**src/rtl/tcm_pkg.sv**
```systemverilog
package tcm_pkg;
    // Default period counter width: about 8.4M cycles, which covers a slow
    // tempo at a system clock of several tens of MHz.
    localparam int PERIOD_W_DEF = 23;
    // Default factor width: factors up to 127.
    localparam int FACTOR_W_DEF = 7;
    // Synchronizer depth.
    localparam int SYNC_DEF     = 2;
endpackage

```
**src/rtl/tcm_rise_detect.sv**
```systemverilog
module tcm_rise_detect #(
    parameter int STAGES = tcm_pkg::SYNC_DEF
) (
    input  logic clk,
    input  logic rst_n,
    input  logic din,
    output logic rise
);
    logic [STAGES-1:0] sync_q, sync_d;
    logic              last_q, last_d;

    generate
        if (STAGES == 1) begin : g_one
            always_comb sync_d = din;
        end else begin : g_chain
            always_comb sync_d = {sync_q[STAGES-2:0], din};
        end
    endgenerate

    always_comb last_d = sync_q[STAGES-1];

    always_ff @(posedge clk or negedge rst_n) begin
        if (!rst_n) begin
            sync_q <= '0;
            last_q <= 1'b0;
        end else begin
            sync_q <= sync_d;
            last_q <= last_d;
        end
    end

    assign rise = sync_q[STAGES-1] & ~last_q;
endmodule

```
**src/rtl/tcm_interval_calc.sv**
```systemverilog
module tcm_interval_calc #(
    parameter int PERIOD_W = tcm_pkg::PERIOD_W_DEF,
    parameter int FACTOR_W = tcm_pkg::FACTOR_W_DEF
) (
    input  logic [PERIOD_W-1:0] period,
    input  logic [FACTOR_W-1:0] fac,
    output logic [PERIOD_W-1:0] interval
);
    localparam int SH_W = (FACTOR_W > 1) ? $clog2(FACTOR_W) : 1;

    logic [SH_W-1:0]     shamt;
    logic [PERIOD_W-1:0] raw;

    always_comb begin
        shamt = '0;
        for (int i = 0; i < FACTOR_W; i++) begin
            if (fac[i]) shamt = SH_W'(i);
        end
        if ($onehot(fac)) raw = period >> shamt;
        else              raw = period / PERIOD_W'(fac);
        interval = (raw == '0) ? PERIOD_W'(1) : raw;
    end
endmodule

```
**src/rtl/tempo_mult.sv**
```systemverilog
module tempo_mult #(
    parameter int PERIOD_W = tcm_pkg::PERIOD_W_DEF,
    parameter int FACTOR_W = tcm_pkg::FACTOR_W_DEF,
    parameter int SYNC_N   = tcm_pkg::SYNC_DEF
) (
    input  logic                clk,
    input  logic                rst_n,
    input  logic                pulse_in,
    input  logic [FACTOR_W-1:0] factor,
    output logic                pulse_out,
    output logic                locked
);
    localparam logic [PERIOD_W-1:0] PER_MAX = '1;

    typedef struct packed {
        logic [PERIOD_W-1:0] per_cnt;
        logic [PERIOD_W-1:0] interval;
        logic [PERIOD_W-1:0] out_cnt;
        logic [FACTOR_W-1:0] remain;
        logic                seen;
        logic                locked;
        logic                pulse;
    } st_t;

    st_t                 st_d, st_q;
    logic                rise;
    logic                saturated;
    logic [FACTOR_W-1:0] fac_eff;
    logic [PERIOD_W-1:0] period;
    logic [PERIOD_W-1:0] quot;

    tcm_rise_detect #(.STAGES(SYNC_N)) u_rise (
        .clk  (clk),
        .rst_n(rst_n),
        .din  (pulse_in),
        .rise (rise)
    );

    assign saturated = (st_q.per_cnt == PER_MAX);
    assign period    = st_q.per_cnt + 1'b1;
    assign fac_eff   = (factor == '0) ? FACTOR_W'(1) : factor;

    tcm_interval_calc #(.PERIOD_W(PERIOD_W), .FACTOR_W(FACTOR_W)) u_div (
        .period  (period),
        .fac     (fac_eff),
        .interval(quot)
    );

    always_comb begin
        st_d       = st_q;
        st_d.pulse = 1'b0;
        if (!saturated) st_d.per_cnt = st_q.per_cnt + 1'b1;

        if (rise) begin
            st_d.per_cnt = '0;
            st_d.seen    = 1'b1;
            if (st_q.seen && !saturated) begin
                st_d.locked   = 1'b1;
                st_d.pulse    = 1'b1;
                st_d.interval = quot;
                st_d.out_cnt  = quot - 1'b1;
                st_d.remain   = fac_eff - 1'b1;
            end else begin
                st_d.locked = 1'b0;
                st_d.remain = '0;
            end
        end else begin
            if (saturated) st_d.locked = 1'b0;
            if (st_q.out_cnt == '0) begin
                st_d.out_cnt = st_q.interval - 1'b1;
                if (st_q.locked && st_q.remain != '0) begin
                    st_d.pulse  = 1'b1;
                    st_d.remain = st_q.remain - 1'b1;
                end
            end else begin
                st_d.out_cnt = st_q.out_cnt - 1'b1;
            end
        end
    end

    always_ff @(posedge clk or negedge rst_n) begin
        if (!rst_n) st_q <= '0;
        else        st_q <= st_d;
    end

    assign pulse_out = st_q.pulse;
    assign locked    = st_q.locked;
endmodule

```
**config.mk**
```make
export PLATFORM = sky130hd
export DESIGN_NAME = tempo_mult
export DESIGN_NICKNAME = d
export VERILOG_FILES = /design/src/rtl/tcm_pkg.sv /design/src/rtl/tcm_rise_detect.sv /design/src/rtl/tcm_interval_calc.sv /design/src/rtl/tempo_mult.sv
export SDC_FILE = /design/constraint.sdc
export NUM_CORES = 1
export LEC_CHECK = 0
export ABC_AREA = 1
export BUFFER_PORTS_ARGS = -buffer_cell sky130_fd_sc_hd__buf_2
export CAP_MARGIN = 10
export CELL_PAD_IN_SITES_DETAIL_PLACEMENT = 1
export CELL_PAD_IN_SITES_GLOBAL_PLACEMENT = 1
export CORE_MARGIN = 2
export CORE_UTILIZATION = 48
export CTS_CLUSTER_SIZE = 8
export DETAILED_ROUTE_END_ITERATION = 12
export PLACE_DENSITY = 0.94
export SLEW_MARGIN = 10
export SYNTH_ARGS = -nofsm -noshare
export SYNTH_HDL_FRONTEND = slang
export SYNTH_SLANG_ARGS = --single-unit
```
**constraint.sdc**
```tcl
create_clock -name clk -period 63.5 [get_ports clk]
set_input_delay 3.175 -clock clk [delete_from_list [all_inputs] [get_ports clk]]
set_output_delay 3.175 -clock clk [all_outputs]
set_load 0.005 [all_outputs]
```
==> run summary <==
The flow ran to the end, and the final reports show no timing, DRC or antenna violations. The synthesized netlist devotes 16.1% of its cell area to compound gates. The vertical extent of the die works out to 200 µm. For the iteration count of the initial detailed-routing pass, the log shows 8. The clock slew seen by the registers of the worst setup and hold paths works out to 70 ps. The startpoint identified for the worst hold timing path is u_rise.sync_q[0]$_DFF_PN0_. Entering global routing, the biggest net connects 57 pins. The share of the synthesized netlist area taken by xor and xnor gates works out to 5.83%. The logs give 4.49 ps for the worst setup skew after layout and 20200 for the via count of the routed design.

Summing the areas of all and, or, nand and nor instances in the mapped netlist gives 43.7% of the synthesized area. Hold violation count in the final report: 0. Cell with the most instances on the worst path: sky130_fd_sc_hd__nand2_1.

The max-slew violation count is 0, and the number of buffers inserted by port buffering is 11. The mean cell area of the mapped netlist was 6.22 µm². For the initial antenna violation count, the log shows 0. Pin placement for this block handled 12 I/O pins. The post-detailed-route wirelength per cell was 18.1 µm; the number of gates resized after CTS was 0.

The largest individual stage delay along the critical path comes from the cell sky130_fd_sc_hd__a2111oi_0. Across every metal layer, demand over resource in global routing totals 30.9%. The fraction of final layout cells with drive strength greater than 1 is 14.3%.

Counting every sink on the clock net gives 82. After synthesis, the cell types taking the most area are sky130_fd_sc_hd__nand2_1, sky130_fd_sc_hd__dfrtp_1, sky130_fd_sc_hd__ha_1. The startpoint-to-endpoint class of the critical path was in -> reg. In this run the critical register-to-register path is launched from st_q[56]$_DFFE_PN0P_. The largest total area in the synthesized netlist belongs to sky130_fd_sc_hd__nand2_1.

Dividing the detail-routed via count by the number of cells gives 5.83. The cell count after synthesis came out at 2969. The number of remaining DRC errors came out at 0. At the pin with the least slew margin, the transition time is 1010 ps. The area growth from synthesis to layout works out to 3.99%.

In this run the standard cell core region covers 37800 µm². The final setup violation count is 0, and the diode insertion count for antenna repair is 0. The worst setup path startpoint is factor[6]. The share of the yosys chip area belonging to registers was 11.1%; the fraction of synthesized area in multiplexers was 0.108%. Along the worst path, the maximum fanout reaches 26. The logs give 0 for the sum of overflow across all layers after global routing and 0 for the number of buffers inserted by post-CTS setup repair. Path category of the worst min-delay check: reg -> reg.

The detail route stage leaves a number of antenna-violating nets equal to 0. In the synthesized netlist the async set-or-reset flop fraction comes to 100%. The max-capacitance violation count is 0, and the total clock buffers created by CTS is 9. The number of synthesized flops with an enable pin came out at 0. The startpoint type of the worst setup path was an input port.

The cell area after synthesis was 18500 µm²; the number of buffers on the longest clock path was 2. The synthesized netlist devotes 10.9% of its cell area to adder and majority cells. The die width was 200 µm; the clock insertion delay at the later pin of the skew report was 370 ps. The total number of H-tree levels was 3. At the worst endpoint, the arrival time is 57630 ps.

The via count of the first global-routing pass is 21500. Total die area: 40100 µm². For this run, the top clock speed supported by timing is 17.4 MHz.

The final critical path takes up 90.3% of the cycle. The netlist uses 82 different library cells. The detailed-route wire length is 62.8 mm, and the number of synthesized register bits is 82. Of the post-synthesis cell area, the dominant cell type holds 14.2%. For this run, the leading register cell type out of synthesis is sky130_fd_sc_hd__dfrtp_1. For the number of synthesis warnings, the log shows 0. For this run, the share of the core covered by cells in the final layout is 50.9%.

TritonCTS built the clock tree. The delay contributed by the slowest stage of the critical path was 630 ps. Effective utilization at floorplan: 48.9%. The number of nets in the layout was 3118. The HPWL after detailed placement is 49.2 mm. Worst relative slew slack: 32.1%. Data required time of the critical path: 63810 ps. Clock tree synthesis selected as its root buffer the cell sky130_fd_sc_hd__clkbuf_16. At the end of routability-driven placement, the weighted congestion stood at 0.935.

Combinational family with the most area after synthesis: simple AND/OR/NAND/NOR gates. The worst setup path is captured at a flop. The first routing iteration left 1248 violations. The wire length of the first global-routing pass is 105 mm, and the synthesized net count is 3138.

Setup repair after global routing left no endpoint under its margin. In this run the core area contains 71 standard-cell rows. Counting I/O delays and the setup requirement, the final critical path takes 57320 ps. For the setup TNS, the log shows 0 ps. After clock tree synthesis, the flow added hold-fix buffers numbering 0.
## per-layer routing
| metal | share of wire [%] | global-route usage (%) |
|---|---|---|
| met2 | 50 | 56.2 |
| met5 | 0 | 0 |
| met3 | 4.8 | 4.15 |
| met1 | 42 | 36.8 |
| met4 | 3.5 | 11.9 |
## state kept, by name (all words and copies together) (netlist names)
| signal | cells |
|---|---|
| st_q | 77 |
| u_rise.sync_q | 2 |
| locked | 1 |
| pulse_out | 1 |
| u_rise.last_q | 1 |
## stage by stage
step / instance area (µm²) / setup slack, ps / cells / hold slack (ps)
6_report: 19200 / 6180 / 3465 / 349
5_1_grt: 19200 / 744 / 3465 / 362
4_1_cts: 19200 / 6860 / 3465 / 352
3_5_place_dp: 18900 / 7050 / 3449 / 336
3_3_place_gp: 18900 / 11620 / 3449 / 335
2_1_floorplan: 18500 / 14980 / 2969 / 331
## worst max-delay path: cells and delay by family
| kind | cells | cell delay [ps] |
|---|---|---|
| compound gates | 99 | 20310 |
| fa+ha+maj | 24 | 7670 |
| buf+inv | 52 | 6520 |
| simple gates | 135 | 19780 |
## logic make-up after synthesis
kind of cell / Yosys count
muxes: 2
DFF: 82
and+or+nand+nor: 1558
adders and majority gates: 159
AOI/OAI and AO/OA: 509
xor gates and xnor gates: 122
buffers and inverters: 537
## synth_stat cells, drive strengths merged (23+ instances only)
cell type,count
o21bai,23
nand2,835
buf,23
nor2,293
ha,156
a21oi,166
clkbuf,33
nor3,35
xnor2,36
nand4,72
inv,463
or2,23
dfrtp,82
xor2,86
nand3,258
o21ai,225
## worst paths after layout
check                                                  end  slack, ps  depth (start not counted)
min in group asynchronous             st_q[74]$_DFFE_PN0P_       2740                          1
worst min-delay path            u_rise.sync_q[1]$_DFF_PN0_        350                          0
max in group asynchronous             st_q[10]$_DFFE_PN0P_      59690                          2
worst min register to register  u_rise.sync_q[1]$_DFF_PN0_        350                          0
worst max-delay path                  st_q[32]$_DFFE_PN0P_       6180                        310
worst max register to register        st_q[32]$_DFFE_PN0P_       8700                        308
## cells in the final DEF, fill, tap and decap left out, types with 15 or more instances in the layout
| master | Yosys | routed |
|---|---|---|
| sky130_fd_sc_hd__o21bai_1 | 22 | 22 |
| sky130_fd_sc_hd__nand3_2 | 65 | 65 |
| sky130_fd_sc_hd__xnor2_1 | 35 | 35 |
| sky130_fd_sc_hd__inv_1 | 438 | 438 |
| sky130_fd_sc_hd__nor3_1 | 33 | 33 |
| sky130_fd_sc_hd__nor4_1 | 15 | 15 |
| sky130_fd_sc_hd__nand2_2 | 93 | 94 |
| sky130_fd_sc_hd__nor2_2 | 42 | 44 |
| sky130_fd_sc_hd__o21ai_0 | 203 | 203 |
| sky130_fd_sc_hd__buf_4 | 5 | 16 |
| sky130_fd_sc_hd__nor2_1 | 213 | 211 |
| sky130_fd_sc_hd__nor2_4 | 32 | 32 |
| sky130_fd_sc_hd__nand2_4 | 42 | 42 |
| sky130_fd_sc_hd__ha_1 | 156 | 156 |
| sky130_fd_sc_hd__a21oi_1 | 160 | 160 |
| sky130_fd_sc_hd__nand4_1 | 68 | 68 |
| sky130_fd_sc_hd__nand3_1 | 185 | 185 |
| sky130_fd_sc_hd__dfrtp_1 | 82 | 82 |
| sky130_fd_sc_hd__or2_2 | 21 | 21 |
| sky130_fd_sc_hd__xor2_1 | 86 | 86 |
| sky130_fd_sc_hd__nand3b_1 | 16 | 16 |
| sky130_fd_sc_hd__nand2_1 | 700 | 699 |
| sky130_fd_sc_hd__inv_2 | 18 | 18 |
## layout make-up
cell class | instances | area (µm²)
Clock buffer | 9 | 225
Clock inverter | 7 | 130
Fill cell | 5289 | 18500
Inverter | 480 | 1840
Multi-Input combinational cell | 2350 | 14100
Sequential cell | 82 | 2050
Tap cell | 511 | 639
Timing Repair Buffer | 26 | 170
Power is left out: the tool's default activity adds up to more than one toggle a clock period on the data nets, which glitch-free logic cannot reach.
